`src/rtl/bitop_pkg.sv`:
```
package bitop_pkg;

    typedef enum logic [2:0] {
        OP_TEST    = 3'd0,
        OP_SET     = 3'd1,
        OP_CLEAR   = 3'd2,
        OP_FLIP    = 3'd3,
        OP_SCAN_LO = 3'd4,
        OP_SCAN_HI = 3'd5,
        OP_NONE_A  = 3'd6,
        OP_NONE_B  = 3'd7
    } bitop_e;

    // The test group occupies codes 0..3, so the low two bits select the action.
    function automatic logic is_test_op(input bitop_e op);
        return (op == OP_TEST) || (op == OP_SET) || (op == OP_CLEAR) || (op == OP_FLIP);
    endfunction

    function automatic logic is_scan_op(input bitop_e op);
        return (op == OP_SCAN_LO) || (op == OP_SCAN_HI);
    endfunction

endpackage

```
`src/rtl/bitop_modify.sv`:
```
module bitop_modify #(
    parameter int WIDTH = 16,
    parameter int IDX_W = $clog2(WIDTH)
) (
    input  logic [WIDTH-1:0] word_i,
    input  logic [IDX_W-1:0] idx_i,
    input  logic [1:0]       action_i,
    output logic [WIDTH-1:0] word_o,
    output logic             picked_o
);

    logic [WIDTH-1:0] mask;

    always_comb begin
        mask     = WIDTH'(1) << idx_i;
        picked_o = word_i[idx_i];
        unique case (action_i)
            2'd0:    word_o = word_i;
            2'd1:    word_o = word_i | mask;
            2'd2:    word_o = word_i & ~mask;
            default: word_o = word_i ^ mask;
        endcase
    end

endmodule

```
`src/rtl/bitop_scan.sv`:
```
module bitop_scan #(
    parameter int WIDTH    = 16,
    parameter int IDX_W    = $clog2(WIDTH),
    parameter bit FROM_MSB = 1'b0
) (
    input  logic [WIDTH-1:0] vec_i,
    output logic             found_o,
    output logic [IDX_W-1:0] idx_o
);

    assign found_o = |vec_i;

    generate
        if (FROM_MSB) begin : g_from_top
            // Ascending walk: the last one seen is the highest.
            always_comb begin
                idx_o = '0;
                for (int i = 0; i < WIDTH; i++) begin
                    if (vec_i[i]) idx_o = IDX_W'(i);
                end
            end
        end else begin : g_from_bottom
            // Descending walk: the last one seen is the lowest.
            always_comb begin
                idx_o = '0;
                for (int i = WIDTH - 1; i >= 0; i--) begin
                    if (vec_i[i]) idx_o = IDX_W'(i);
                end
            end
        end
    endgenerate

endmodule

```
`src/rtl/bitop_unit.sv`:
```
module bitop_unit #(
    parameter int WIDTH = 16,
    parameter int IDX_W = $clog2(WIDTH)
) (
    input  logic             clk,
    input  logic             rst_n,
    input  logic             valid_i,
    input  logic [2:0]       op_i,
    input  logic [WIDTH-1:0] operand_i,
    input  logic [IDX_W-1:0] bit_idx_i,
    output logic [WIDTH-1:0] result_o,
    output logic             carry_o,
    output logic             zero_o,
    output logic             done_o
);
    import bitop_pkg::*;

    localparam int PAD_W = WIDTH - IDX_W;

    typedef struct packed {
        logic [WIDTH-1:0] result;
        logic             carry;
        logic             zero;
        logic             done;
    } state_t;

    state_t state_d, state_q;

    bitop_e           op_sel;
    logic [WIDTH-1:0] mod_word;
    logic             mod_bit;
    logic             lo_found, hi_found;
    logic [IDX_W-1:0] lo_idx, hi_idx;

    assign op_sel = bitop_e'(op_i);

    bitop_modify #(.WIDTH(WIDTH), .IDX_W(IDX_W)) u_modify (
        .word_i   (operand_i),
        .idx_i    (bit_idx_i),
        .action_i (op_i[1:0]),
        .word_o   (mod_word),
        .picked_o (mod_bit)
    );

    bitop_scan #(.WIDTH(WIDTH), .IDX_W(IDX_W), .FROM_MSB(1'b0)) u_scan_lo (
        .vec_i   (operand_i),
        .found_o (lo_found),
        .idx_o   (lo_idx)
    );

    bitop_scan #(.WIDTH(WIDTH), .IDX_W(IDX_W), .FROM_MSB(1'b1)) u_scan_hi (
        .vec_i   (operand_i),
        .found_o (hi_found),
        .idx_o   (hi_idx)
    );

    always_comb begin
        state_d      = state_q;
        state_d.done = valid_i;
        if (valid_i) begin
            if (is_test_op(op_sel)) begin
                state_d.result = mod_word;
                state_d.carry  = mod_bit;
            end else if (op_sel == OP_SCAN_LO) begin
                state_d.zero = lo_found;
                if (lo_found) state_d.result = {{PAD_W{1'b0}}, lo_idx};
            end else if (op_sel == OP_SCAN_HI) begin
                state_d.zero = hi_found;
                if (hi_found) state_d.result = {{PAD_W{1'b0}}, hi_idx};
            end
        end
    end

    always_ff @(posedge clk) begin
        if (!rst_n) state_q <= '0;
        else        state_q <= state_d;
    end

    assign result_o = state_q.result;
    assign carry_o  = state_q.carry;
    assign zero_o   = state_q.zero;
    assign done_o   = state_q.done;

endmodule

```
`config.mk`:
```
export PLATFORM = sky130hd
export DESIGN_NAME = bitop_unit
export DESIGN_NICKNAME = d
export VERILOG_FILES = /design/src/rtl/bitop_pkg.sv /design/src/rtl/bitop_modify.sv /design/src/rtl/bitop_scan.sv /design/src/rtl/bitop_unit.sv
export SDC_FILE = /design/constraint.sdc
export NUM_CORES = 1
export LEC_CHECK = 0
export CAP_MARGIN = 5
export CORE_ASPECT_RATIO = 0.7
export CORE_MARGIN = 1
export CORE_UTILIZATION = 40
export CTS_CLUSTER_SIZE = 28
export DETAILED_ROUTE_END_ITERATION = 12
export DONT_BUFFER_PORTS = 1
export PLACE_DENSITY = 0.57
export SLEW_MARGIN = 0
export SYNTH_ARGS = -nofsm -noshare
export SYNTH_HDL_FRONTEND = slang
export SYNTH_HIERARCHICAL = 1
export SYNTH_SLANG_ARGS = --single-unit
```
`constraint.sdc`:
```
create_clock -name clk -period 3 [get_ports clk]
set_clock_uncertainty 0.2 [all_clocks]
set_input_delay 0.9 -clock clk [delete_from_list [all_inputs] [get_ports clk]]
set_output_delay 0.9 -clock clk [all_outputs]
set_load 0.01 [all_outputs]
```
### After elaboration in Yosys (flattened, before gate mapping)

Index checks and enable logic that the tools add are counted.

* bits in registers: 19
* bits in latches: 0
* memory bits (writable): 0
* memory bits (read-only): 0
* input bits: 26
* output and inout bits: 19
* word-level logic and storage cells: 72
* memories kept: 0

* add/sub/neg operators: 0
* $mul: 0
* divide/modulo/power cells: 0
* order comparisons: 1
* eq/ne operators: 9
* shift operators: 1
* muxes and demuxes: 41
* bitwise operators: 5
* reduce and logical (&&, ||, !) cells: 11

Operators by type and width (count)
* $mux W4: 24
* $mux W16: 5
* $pmux W16 S3: 1
* $and A16 B16 Y16: 1
* $not A16 Y16: 1
* $or A16 B16 Y16: 1
* $reduce_or A16 Y1: 1
* $shl A1 B4 Y16 const A: 1
* $xor A16 B16 Y16: 1
* $mux W3: 4
* $eq A3 B2 Y1 const B: 2
* $eq A3 B3 Y1 const B: 2
* $ne A3 B3 Y1 const B: 2
* $lt A4 B5 Y1 const B: 1
* $bmux W1 S4: 1
* $mux W1: 4
* $mux W2: 2
* $reduce_and A4 Y1: 1
* $eq A3 B1 Y1 const B: 1
* $logic_not A3 Y1: 1
* $logic_or A1 B1 Y1: 3
* $reduce_and A3 Y1: 1
* $reduce_bool A3 Y1: 1
* $eq A2 B1 Y1 const B: 1
* 5 further kinds: 5

### Logic depth before layout (Yosys ltp)

Gate-level depths: netlist (run 1).

* word-level depth: 19
* depth in mapped cells: 9
* depth with buffers taken out: 8

### Modules after synthesis

Netlist (run 1), hierarchy kept.

Modules (own cells, without submodules)
* bitop_modify: times used 1, cells each 116, area each 1153.6 µm², sequential area each 0.0 µm²
* bitop_unit: times used 1, cells each 102, area each 960.9 µm², sequential area each 380.4 µm²
* bitop_scan (u_scan_lo): times used 1, cells each 34, area each 176.4 µm², sequential area each 0.0 µm²
* bitop_scan (u_scan_hi): times used 1, cells each 28, area each 170.2 µm², sequential area each 0.0 µm²

### Least setup slack after synthesis (run 1)

OpenSTA, ideal clock, no wires.

* path type: in2reg
* start point: input bit_idx_i[1]
* end point: register state_q (netlist bit result_o[1])
* library setup time: 0.124 ns
* arrival: 2.359 ns
* data required time: 2.676 ns
* slack: 0.317 ns
* stages on the path: 8
* path buffers: 1
* cell sequence: buf_2 nor2b_1 nand2_1 ha_1 mux4_2 o21ai_0 a31o_2 mux2i_1

* cells in the longest elaborated chain, start to end: 5
* elaborated cells on any way between the ends: 7
* classes of those cells: shift (1); mux (2); bitwise (4)

RTL lines
* from (decl): line bitop_unit.sv:10 `input logic [IDX_W-1:0] bit_idx_i,`
* $shl A1 B4 Y16 *: line bitop_modify.sv:15 `mask = WIDTH'(1) << idx_i;`
* $not A16 Y16: line bitop_modify.sv:20 `2'd2: word_o = word_i & ~mask;`
* $and A16 B16 Y16: line bitop_modify.sv:20
* $pmux W16 S3 *: line bitop_modify.sv:17 `unique case (action_i)`
* via mod_word[1]: line bitop_unit.sv:30 `logic [WIDTH-1:0] mod_word;`
* $mux W16 *: line bitop_unit.sv:61 `if (is_test_op(op_sel)) begin`
* to (signal assigned): line bitop_unit.sv:76 `else state_q <= state_d;`
* to (decl): line bitop_unit.sv:27 `state_t state_d, state_q;`

The timed path passes the listed nets; every way through them passes the cells marked *.
A chain may end at the register's enable or synchronous reset.

### Worst setup path in the final report (run 1)

* start point: input operand_i[5]
* end point: register state_q (netlist bit result_o[5])

* cells in the longest elaborated chain, start to end: 3
* elaborated cells on any way between the ends: 9
* classes of those cells: eq/ne (2); mux (2); bitwise (3); reduce/logical (2)

RTL lines
* from (decl): line bitop_unit.sv:9 `input logic [WIDTH-1:0] operand_i,`
* $reduce_or A16 Y1 *: line bitop_scan.sv:11 `assign found_o = |vec_i;`
* via hi_found: line bitop_unit.sv:32 `logic lo_found, hi_found;`
* $ne A3 B3 Y1 (no line)
* $reduce_and A4 Y1 (no line) *

Marked as above.

==> results of run 1 <==
[cell families after synthesis]
family,after synthesis,synth area share [%]
AOI/OAI and AO/OA,45,13.4
buffers and inverters,52,9.30
muxes,27,21.8
DFF,19,15.5
and+or+nand+nor,105,23.8
adders and majority gates,32,16.3
[worst max-delay path by stage]
stage	from	endpoint	slack [ns]	cells past startpoint
6_report	operand_i[5]	result_o[5]$_SDFFE_PN0P_	0.48	6
5_1_grt	bit_idx_i[3]	result_o[0]$_SDFFE_PN0P_	0.35	7
4_1_cts	bit_idx_i[3]	result_o[2]$_SDFFE_PN0P_	0.47	7
3_5_place_dp	bit_idx_i[3]	result_o[2]$_SDFFE_PN0P_	0.21	7
3_3_place_gp	bit_idx_i[3]	result_o[3]$_SDFFE_PN0P_	0.20	7
2_1_floorplan	bit_idx_i[1]	result_o[1]$_SDFFE_PN0P_	0.32	8
[metrics by stage]
stage	instances	utilization (%)	hold WS (ns)	instance area, um^2	worst slack [ns]
6_report	345	43.4	0.301	2520	0.481
5_1_grt	345	43.4	0.323	2520	0.346
3_3_place_gp	341	42.6	0.290	2480	0.199
2_1_floorplan	280	-	0.280	2460	0.317
3_5_place_dp	341	42.6	0.295	2480	0.208
4_1_cts	345	43.4	0.306	2520	0.470
[sequential cells by signal (all words and copies together), names as in the netlist]
name / cells
result_o: 16
done_o: 1
zero_o: 1
carry_o: 1
[cell usage after synthesis (3+ instances only)]
library cell and number:
buf_6 3, o21ai_2 10, a31o_2 4, nand2b_1 3, nand3_1 13, dfxtp_1 19, mux2i_1 6, mux4_2 17
nor2_1 18, buf_2 3, clkbuf_1 8, mux4_1 3, nor2b_1 4, o31ai_1 3, ha_1 32, o21ai_0 13
nand4b_1 12, a21oi_1 4, nand2_1 31, a31oi_1 3, or3b_1 5, inv_1 36
[where the power goes]
| part | switching [mW] | total, mW | internal [mW] |
|---|---|---|---|
| Combinational | 0.0793 | 0.184 | 0.105 |
| Sequential | 0.0181 | 0.287 | 0.269 |
| Clock | 0.0870 | 0.179 | 0.0924 |
[layout make-up]
| type | instances | area (um^2) |
|---|---|---|
| Sequential cell | 19 | 380 |
| Multi-Input combinational cell | 209 | 1850 |
| Clock buffer | 3 | 41.3 |
| Timing Repair Buffer | 2 | 15.0 |
| Clock inverter | 1 | 5.00 |
| Fill cell | 600 | 3290 |
| Inverter | 36 | 135 |
| Tap cell | 75 | 93.8 |
[per-layer routing]
| metal | global-route usage, % | up-vias | part of all wire (%) |
|---|---|---|---|
| li1 | - | 985 | - |
| met5 | 0 | - | 0 |
| met1 | 30.7 | 976 | 52 |
| met3 | 4.28 | 5 | 7.4 |
| met4 | 4.48 | 0 | 0.92 |
| met2 | 28.7 | 61 | 40 |
[worst max-delay path, stage by stage]
cell,delay [ns]
nor4_1,0.39
nand3_1,0.16
or2_1,0.27
mux2_4,0.29
a21o_2,0.32
o21ai_0,0.18
==> reports/results.txt, run 1 <==
Crit path arrival time - 2.51 ns
CTS resizes - 0
DR pass1 iterations - 4
Main flop type after synthesis - dfxtp_1
Critical path class - in2reg
Synth Cell Area - 0.00246 mm^2
Setup-failing EPs final - 0
Worst vdd ir - 0.132 mV
PwrDens - 258 mW/mm^2
Setup bufs post-CTS - 0
Drc violations - 0
Via count - 2027
R2r setup slk - 2.11 ns
Final period util - 84.0%
Layout Area Growth over Synthesis - 2.49%
Skew-Pair Late Insertion Delay - 0.26 ns
CP max FO - 12
Pin count of the biggest net entering global routing - 36
NumNets Final - 329
Worst slew margin - 73.5%
Tot Pwr - 0.651 mW
Post-synth ARST share - 0%
CTS H-Tree Depth - 1
Hold EP - result_o[13]$_SDFFE_PN0P_
Wirelength, routed - 6190 um
Top-area cell type share of the netlist area - 16.3%
Unrepaired setup endpoints after global routing - false
Crit path time final - 2.52 ns
First-pass GRT wire length - 9720 um
Die width - 95.8 um
Synth Net Count - 338
Chip height - 67.6 um
Hold violation count in the final report - 0
Vias per cell - 5.88
Yosys warns - 6
Fmax - 397 MHz
First DRT Iteration DRCs - 98
Post-Syn Instances - 280
CTS Hold Bufs - 0
Worst R2R Path Depth - 2
Worst r2r src - result_o[1]$_SDFFE_PN0P_
Syn Area/Cell - 8.79 um^2
Max Buffers Root-to-Sink - 2
CP required - 2.99 ns
Share of cells above drive strength 1 - 17.0%
Cts bufs inserted - 3
Hold Path Class - reg2reg
Worst Setup End Kind - flip-flop
P_leak - 1.03 nW
DP HPWL - 4600 um
Clock Pin Slew Worst Setup and Hold Paths - 0.07 ns
Clock sink total - 19
Kind of start point of the critical path - input pin
Diodes inserted - 0
Post-synthesis sequential area ratio - 15.5%
Most frequent cells in the layout - inv_1 (36), ha_1 (32), nand2_1 (31)
Initial antenna violation count - 0
Synthesized flop and latch total - 19
Synth area leader - ha_1
EDFF count, synth - 0
Core Region - 0.00581 mm^2
Max-slew violations - 0
Commonest non-fill, non-tap cell in the layout - inv_1
Vias in the first global route - 1819
Setup TNS - 0 ns
Hold depth - 2
Site Rows - 23
CTS tree - yes
Actual slew at the worst max-slew pin - 0.394 ns
Top post-synthesis cells by area - ha_1 (16%), mux4_2 (16%), dfxtp_1 (15%), inv_1 (5.5%), nand2_1 (4.7%)
Worst R2R End - result_o[1]$_SDFFE_PN0P_
GR Util All Layers - 20.2%
Initial Utilization - 42.3%
Root buffer cell - clkbuf_8
Post-route antenna net violation count - 0
PortBufs - 0
Max cap viols - 0
HP Start - result_o[13]$_SDFFE_PN0P_
I/O pins - 45
Status - finished clean
Global placer's final weighted congestion - 0.860
Full die area - 0.00648 mm^2
Yosys cell types - 46
Grt ovf - 0
Routed length per instance - 17.9 um
Power figures use the tool's default switching activity.
==> run 2, diff against run 1 <==
==> constraint.sdc (replaced) <==
create_clock -name clk -period 2.4 [get_ports clk]
set_clock_uncertainty 0.2 [all_clocks]
set_input_delay 0.72 -clock clk [delete_from_list [all_inputs] [get_ports clk]]
set_output_delay 0.72 -clock clk [all_outputs]
set_load 0.01 [all_outputs]
==> reports/results.txt, run 2 (synthesized netlist as in run 1, its figures left out) <==
Status - finished clean
PwrDens - 319 mW/mm^2 (+24%)
Full die area - 0.00648 mm^2 (unchanged)
CTS H-Tree Depth - 1 (unchanged)
DR pass1 iterations - 4 (unchanged)
Core Region - 0.00581 mm^2 (unchanged)
Crit path largest cell delay - 0.51 ns (+0.12 ns)
Grt ovf - 0 (unchanged)
Chip height - 67.6 um (unchanged)
Share of cells above drive strength 1 - 20.5% (+3.5 points)
GR Util All Layers - 19.7% (-0.46 points)
CP max FO - 8 (-4)
Drc violations - 0 (unchanged)
Clock Pin Slew Worst Setup and Hold Paths - 0.07 ns (about the same)
HP Start - result_o[2]$_SDFFE_PN0P_
Crit path arrival time - 2.22 ns (-0.29 ns)
CP required - 2.34 ns (-0.65 ns)
Setup-failing EPs final - 0 (unchanged)
Hold violation count in the final report - 0 (unchanged)
Via count - 2042 (+0.74%)
Vias per cell - 5.78 (-1.5%)
Setup bufs post-CTS - 0 (unchanged)
Fmax - 438 MHz
Worst Setup End Kind - flip-flop
Routed length per instance - 17.3 um (-3.6%)
Cts bufs inserted - 3 (unchanged)
Crit path time final - 2.28 ns
Clock sink total - 19 (unchanged)
Storage cell area - 380 um^2 (unchanged)
CTS Hold Bufs - 0 (unchanged)
PortBufs - 0 (unchanged)
Hold depth - 2 (unchanged)
DP HPWL - 4650 um (+1.0%)
Worst R2R Path Depth - 2 (unchanged)
Critical path class - in2reg
Most frequent cells in the layout - inv_1 (36), ha_1 (32), nand2_1 (31)
Multi-input gate area in the final layout - 0.00187 mm^2 (+0.74%)
Design Area, Final - 0.00260 mm^2 (+2.9%)
Largest register FFs - 16 (unchanged)
CTS tree - yes
Commonest non-fill, non-tap cell in the layout - inv_1
I/O pins - 45 (unchanged)
Max-slew violations - 0 (unchanged)
Kind of start point of the critical path - input pin
Worst r2r src - zero_o$_SDFFE_PN0P_
Skew-Pair Late Insertion Delay - 0.25 ns (about the same)
NumNets Final - 337 (+2.4%)
Pin count of the biggest net entering global routing - 36 (unchanged)
First-pass GRT wire length - 9710 um (-0.14%)
Final period util - 95.1%
Vias in the first global route - 1830 (+0.60%)
Die width - 95.8 um (unchanged)
Layout Cells excl Fill - 353 (+2.3%)
Dpl cells - 349 (+2.3%)
Initial Utilization - 42.3% (unchanged)
Cell Chain, Critical Path - nor2_2 -> nand3_1 -> ha_1 -> mux4_2 -> o21ai_0 -> a31o_2 -> mux2i_1
Initial antenna violation count - 0 (unchanged)
Slowest stage cell on the critical path - mux4_2
Worst vdd ir - 0.133 mV (+0.45%)
First DRT Iteration DRCs - 100 (+2.0%)
Tot Pwr - 0.827 mW (+27%)
Max cap viols - 0 (unchanged)
Root buffer cell - clkbuf_8
P_leak - 1.08 nW (+4.1%)
Unrepaired setup endpoints after global routing - false
Worst R2R End - zero_o$_SDFFE_PN0P_
Global placer's final weighted congestion - 0.846 (-1.6%)
CTS resizes - 0 (unchanged)
Post-route antenna net violation count - 0 (unchanged)
Layout Area Growth over Synthesis - 5.49%
Filler cells - 586 (-2.3%)
Worst slew margin - 76.4% (+2.8 points)
Site Rows - 23 (unchanged)
Diodes inserted - 0 (unchanged)
Actual slew at the worst max-slew pin - 0.351 ns (-0.0422 ns)
Wirelength, routed - 6110 um (-1.3%)
Placed instance area - 0.00254 mm^2 (+2.7%)
Hold EP - result_o[2]$_SDFFE_PN0P_
Hold Path Class - reg2reg
R2r setup slk - 1.53 ns (-0.58 ns)
Max Buffers Root-to-Sink - 2 (unchanged)
==> run 2: metrics by stage <==
| stage | setup TNS, ns | setup WS (ns) | utilization (%) | hold slack [ns] |
|---|---|---|---|---|
| 2_1_floorplan | -0.457 | -0.0452 | - | 0.280 |
| 3_3_place_gp | -1.69 | -0.139 | 43.8 | 0.299 |
| 3_5_place_dp | -2.11 | -0.183 | 43.8 | 0.303 |
| 4_1_cts | 0 | 0.0802 | 44.6 | 0.313 |
| 5_1_grt | 0 | 0.0102 | 44.7 | 0.327 |
| 6_report | 0 | 0.118 | 44.7 | 0.305 |
==> run 2: final cells by class <==
cell class / instances / share of cell area [%]
clock inverters: 1 / 0.193
inverters: 36 / 5.20
well taps: 75 / 3.61
flip-flops and latches: 19 / 14.7
clock buffers: 3 / 1.59
repair buffers: 10 / 2.89
multi-input cells: 209 / 71.9
==> run 2: layer usage <==
metal  track usage, %  wire length, um
met2             27.9             2470
met5                0                0
met3             2.14              384
met4             2.80               19
met1             32.0             3230
==> run 2: report_power, final <==
group	leakage, nW	total [mW]	switching (mW)	internal (mW)
registers	0.156	0.358	0.0225	0.336
logic	0.894	0.249	0.108	0.141
clock network	0.0255	0.220	0.105	0.115
total	1.08	0.827	0.235	0.592
==> run 2: worst max path at each step <==
stage	from	to	slack (ns)
after detailed placement	operand_i[4]	result_o[4]$_SDFFE_PN0P_	-0.18
final	bit_idx_i[3]	result_o[3]$_SDFFE_PN0P_	0.12
after global routing	operand_i[4]	result_o[4]$_SDFFE_PN0P_	0.01
after floorplan	bit_idx_i[0]	result_o[2]$_SDFFE_PN0P_	-0.05
after CTS	operand_i[4]	result_o[4]$_SDFFE_PN0P_	0.08
after global placement	operand_i[4]	result_o[4]$_SDFFE_PN0P_	-0.14
==> run 2: worst max-delay path: cells and delay by family <==
family	cells	cell delay (ns)
mux	2	0.56
simple gates	2	0.34
fa+ha+maj	1	0.30
compound gates	2	0.29
==> run 3, diff against run 2 <==
--- a/config.mk
+++ b/config.mk
@@ -16,5 +16,4 @@
 export SLEW_MARGIN = 0
 export SYNTH_ARGS = -nofsm -noshare
 export SYNTH_HDL_FRONTEND = slang
-export SYNTH_HIERARCHICAL = 1
 export SYNTH_SLANG_ARGS = --single-unit
==> reports/results.txt, run 3 <==
Top post-synthesis cells by count - nand2_1 (39), ha_1 (32), nor2_1 (29)
PwrDens - 332 mW/mm^2 (+4.2%)
Setup TNS - 0 ns (unchanged)
Design Area, Final - 0.00239 mm^2 (-7.8%)
Multi-input gate area in the final layout - 0.00176 mm^2 (-5.6%)
Hold violation count in the final report - 0 (unchanged)
Actual slew at the worst max-slew pin - 0.374 ns (+0.0224 ns)
Status - finished clean
Synthesized flop and latch total - 19 (unchanged)
First DRT Iteration DRCs - 123 (+23%)
GRT met2 Usage - 32.5% (+4.6 points)
Main flop type after synthesis - dfxtp_1
Synth Cell Area - 0.00229 mm^2 (-6.9%)
Slowest stage cell on the critical path - or4b_4
Worst slew margin - 74.8% (-1.5 points)
Post-synthesis sequential area ratio - 16.6% (+1.1 points)
Yosys cell types - 47 (+2.2%)
Final period util - 89.9% (-5.2 points)
Initial antenna violation count - 0 (unchanged)
Max cap viols - 0 (unchanged)
Crit path time final - 2.16 ns (-0.125 ns)
Cell Chain, Critical Path - or4b_4 -> or3_1 -> a221oi_1 -> a2111oi_1 -> a21oi_1
CP max FO - 36 (+28)
Diodes inserted - 0 (unchanged)
I/O pins - 45 (unchanged)
Layout Area Growth over Synthesis - 4.53%
Worst Setup End Kind - flip-flop
Hold Path Class - reg2reg
Chip height - 65.3 um (-3.4%)
Layout Cells excl Fill - 367 (+4.0%)
P_leak - 0.941 nW (-12%)
Fmax - 464 MHz (+5.8%)
Top post-synthesis cells by area - ha_1 (17%), dfxtp_1 (17%), mux2i_1 (6.6%), nand2_1 (6.4%), a21oi_1 (5.2%)
Drc violations - 0 (unchanged)
Die width - 92.5 um (-3.4%)
Unrepaired setup endpoints after global routing - false
Clock sink total - 19 (unchanged)
Final core occ - 44.6% (-0.047 points)
Share of cells above drive strength 1 - 7.80% (-13 points)
Storage cell area - 380 um^2 (unchanged)
NumNets Final - 354 (+5.0%)
PortBufs - 0 (unchanged)
Setup-failing EPs final - 0 (unchanged)
Vias in the first global route - 1874 (+2.4%)
CTS H-Tree Depth - 1 (unchanged)
Clock Pin Slew Worst Setup and Hold Paths - 0.08 ns (about the same)
DP HPWL - 4770 um (+2.7%)
Global placer's final weighted congestion - 0.892 (+5.5%)
Critical path class - in2reg
Max Buffers Root-to-Sink - 2 (unchanged)
Largest register FFs - 16 (unchanged)
EDFF count, synth - 0 (unchanged)
Kind of start point of the critical path - input pin
Root buffer cell - clkbuf_8
Top-area cell type share of the netlist area - 17.5% (+1.2 points)
Site Rows - 22 (-4.3%)
Tot Pwr - 0.795 mW (-3.9%)
Filler cells - 554 (-5.5%)
Cts bufs inserted - 3 (unchanged)
Syn Area/Cell - 7.46 um^2 (-15%)
DR pass1 iterations - 4 (unchanged)
Final worst setup slack - 0.243 ns (+0.125 ns)
Crit path arrival time - 2.14 ns (-0.08 ns)
Post-Syn Instances - 307 (+9.6%)
Max-slew violations - 0 (unchanged)
Grt ovf - 0 (unchanged)
Placed instance area - 0.00235 mm^2 (-7.7%)
Via count - 2140 (+4.8%)
Vias per cell - 5.83 (+0.80%)
Most numerous cell in the Yosys netlist - nand2_1
Core Region - 0.00537 mm^2 (-7.7%)
CTS tree - yes
Most frequent cells in the layout - nand2_1 (39), ha_1 (32), nor2_1 (27)
First-pass GRT wire length - 10300 um (+5.6%)
Commonest non-fill, non-tap cell in the layout - nand2_1
Met3 Use GR - 6.94% (+4.8 points)
Yosys warns - 0 (-6)
Post-route antenna net violation count - 0 (unchanged)
Pre-CTS WS - -0.0216 ns (+0.162 ns)
Wirelength, routed - 6220 um (+1.9%)
Setup bufs post-CTS - 0 (unchanged)
CP required - 2.39 ns (+0.05 ns)
Gr busiest metal - met2
Routed length per instance - 16.9 um (-2.0%)
CTS resizes - 0 (unchanged)
Initial Utilization - 42.7% (+0.34 points)
CTS Hold Bufs - 0 (unchanged)
GR Util All Layers - 22.0% (+2.2 points)
Worst vdd ir - 0.189 mV (+42%)
Worst hold slack - 0.301 ns (-0.00411 ns)
Full die area - 0.00604 mm^2 (-6.7%)
Skew-Pair Late Insertion Delay - 0.25 ns (about the same)
Post-synth ARST share - 0% (unchanged)
Synth area leader - ha_1
Dpl cells - 363 (+4.0%)
Crit path largest cell delay - 0.53 ns (+0.02 ns)
Pin count of the biggest net entering global routing - 58 (+61%)
Synth Net Count - 365 (+8.0%)
Met1 usage - 31.7% (-0.25 points)
[run 3: changes by cell type after synthesis, moves of 10 or more]
cell	before	now
nor2_1	18	29
o21ai_0	13	24
o21ai_2	10	0
nand4b_1	12	0
or3_1	1	13
mux4_2	17	4
inv_1	36	16
a21oi_1	4	24
[run 3: cell type report]
cell class	count	share of cell area, %
Tap cell	72	3.76
Multi-Input combinational cell	250	73.5
Timing Repair Buffer	6	2.40
Clock buffer	3	1.72
Clock inverter	1	0.209
Sequential cell	19	15.9
Inverter	16	2.51
[run 3: power breakdown]
group	internal (mW)	total, mW	switching [mW]
logic	0.114	0.219	0.105
clock network	0.115	0.223	0.107
registers	0.333	0.353	0.0198
[run 3: final timing paths]
kind                                               start                        to  slack, ns  cells past startpoint
worst max register to register  result_o[2]$_SDFFE_PN0P_  result_o[2]$_SDFFE_PN0P_       1.43                      2
worst max-delay path                             op_i[0]  result_o[0]$_SDFFE_PN0P_       0.24                      5
worst min register to register  result_o[9]$_SDFFE_PN0P_  result_o[9]$_SDFFE_PN0P_       0.30                      2
worst min-delay path            result_o[9]$_SDFFE_PN0P_  result_o[9]$_SDFFE_PN0P_       0.30                      2
[run 3: cell families (layout without fill, tap and decap cells)]
family / Yosys count / in the layout / synth area share, %
buffers and inverters: 38 / 26 / 7.43
adders and majority gates: 32 / 32 / 17.5
and+or+nand+nor: 115 / 115 / 24.9
muxes: 19 / 19 / 10.5
DFF: 19 / 19 / 16.6
AOI/OAI and AO/OA: 84 / 84 / 23.1
[run 3: worst max-delay path: cells and delay by family]
family,cells,cell delay (ns)
AND/OR/NAND/NOR,2,0.89
AO/OA/AOI/OAI,3,0.53
[run 3: routing by layer]
metal | routed length (um) | vias up
met5 | 0 | -
met4 | 61 | 0
met3 | 483 | 6
met2 | 2750 | 61
met1 | 2920 | 1003
li1 | - | 1070
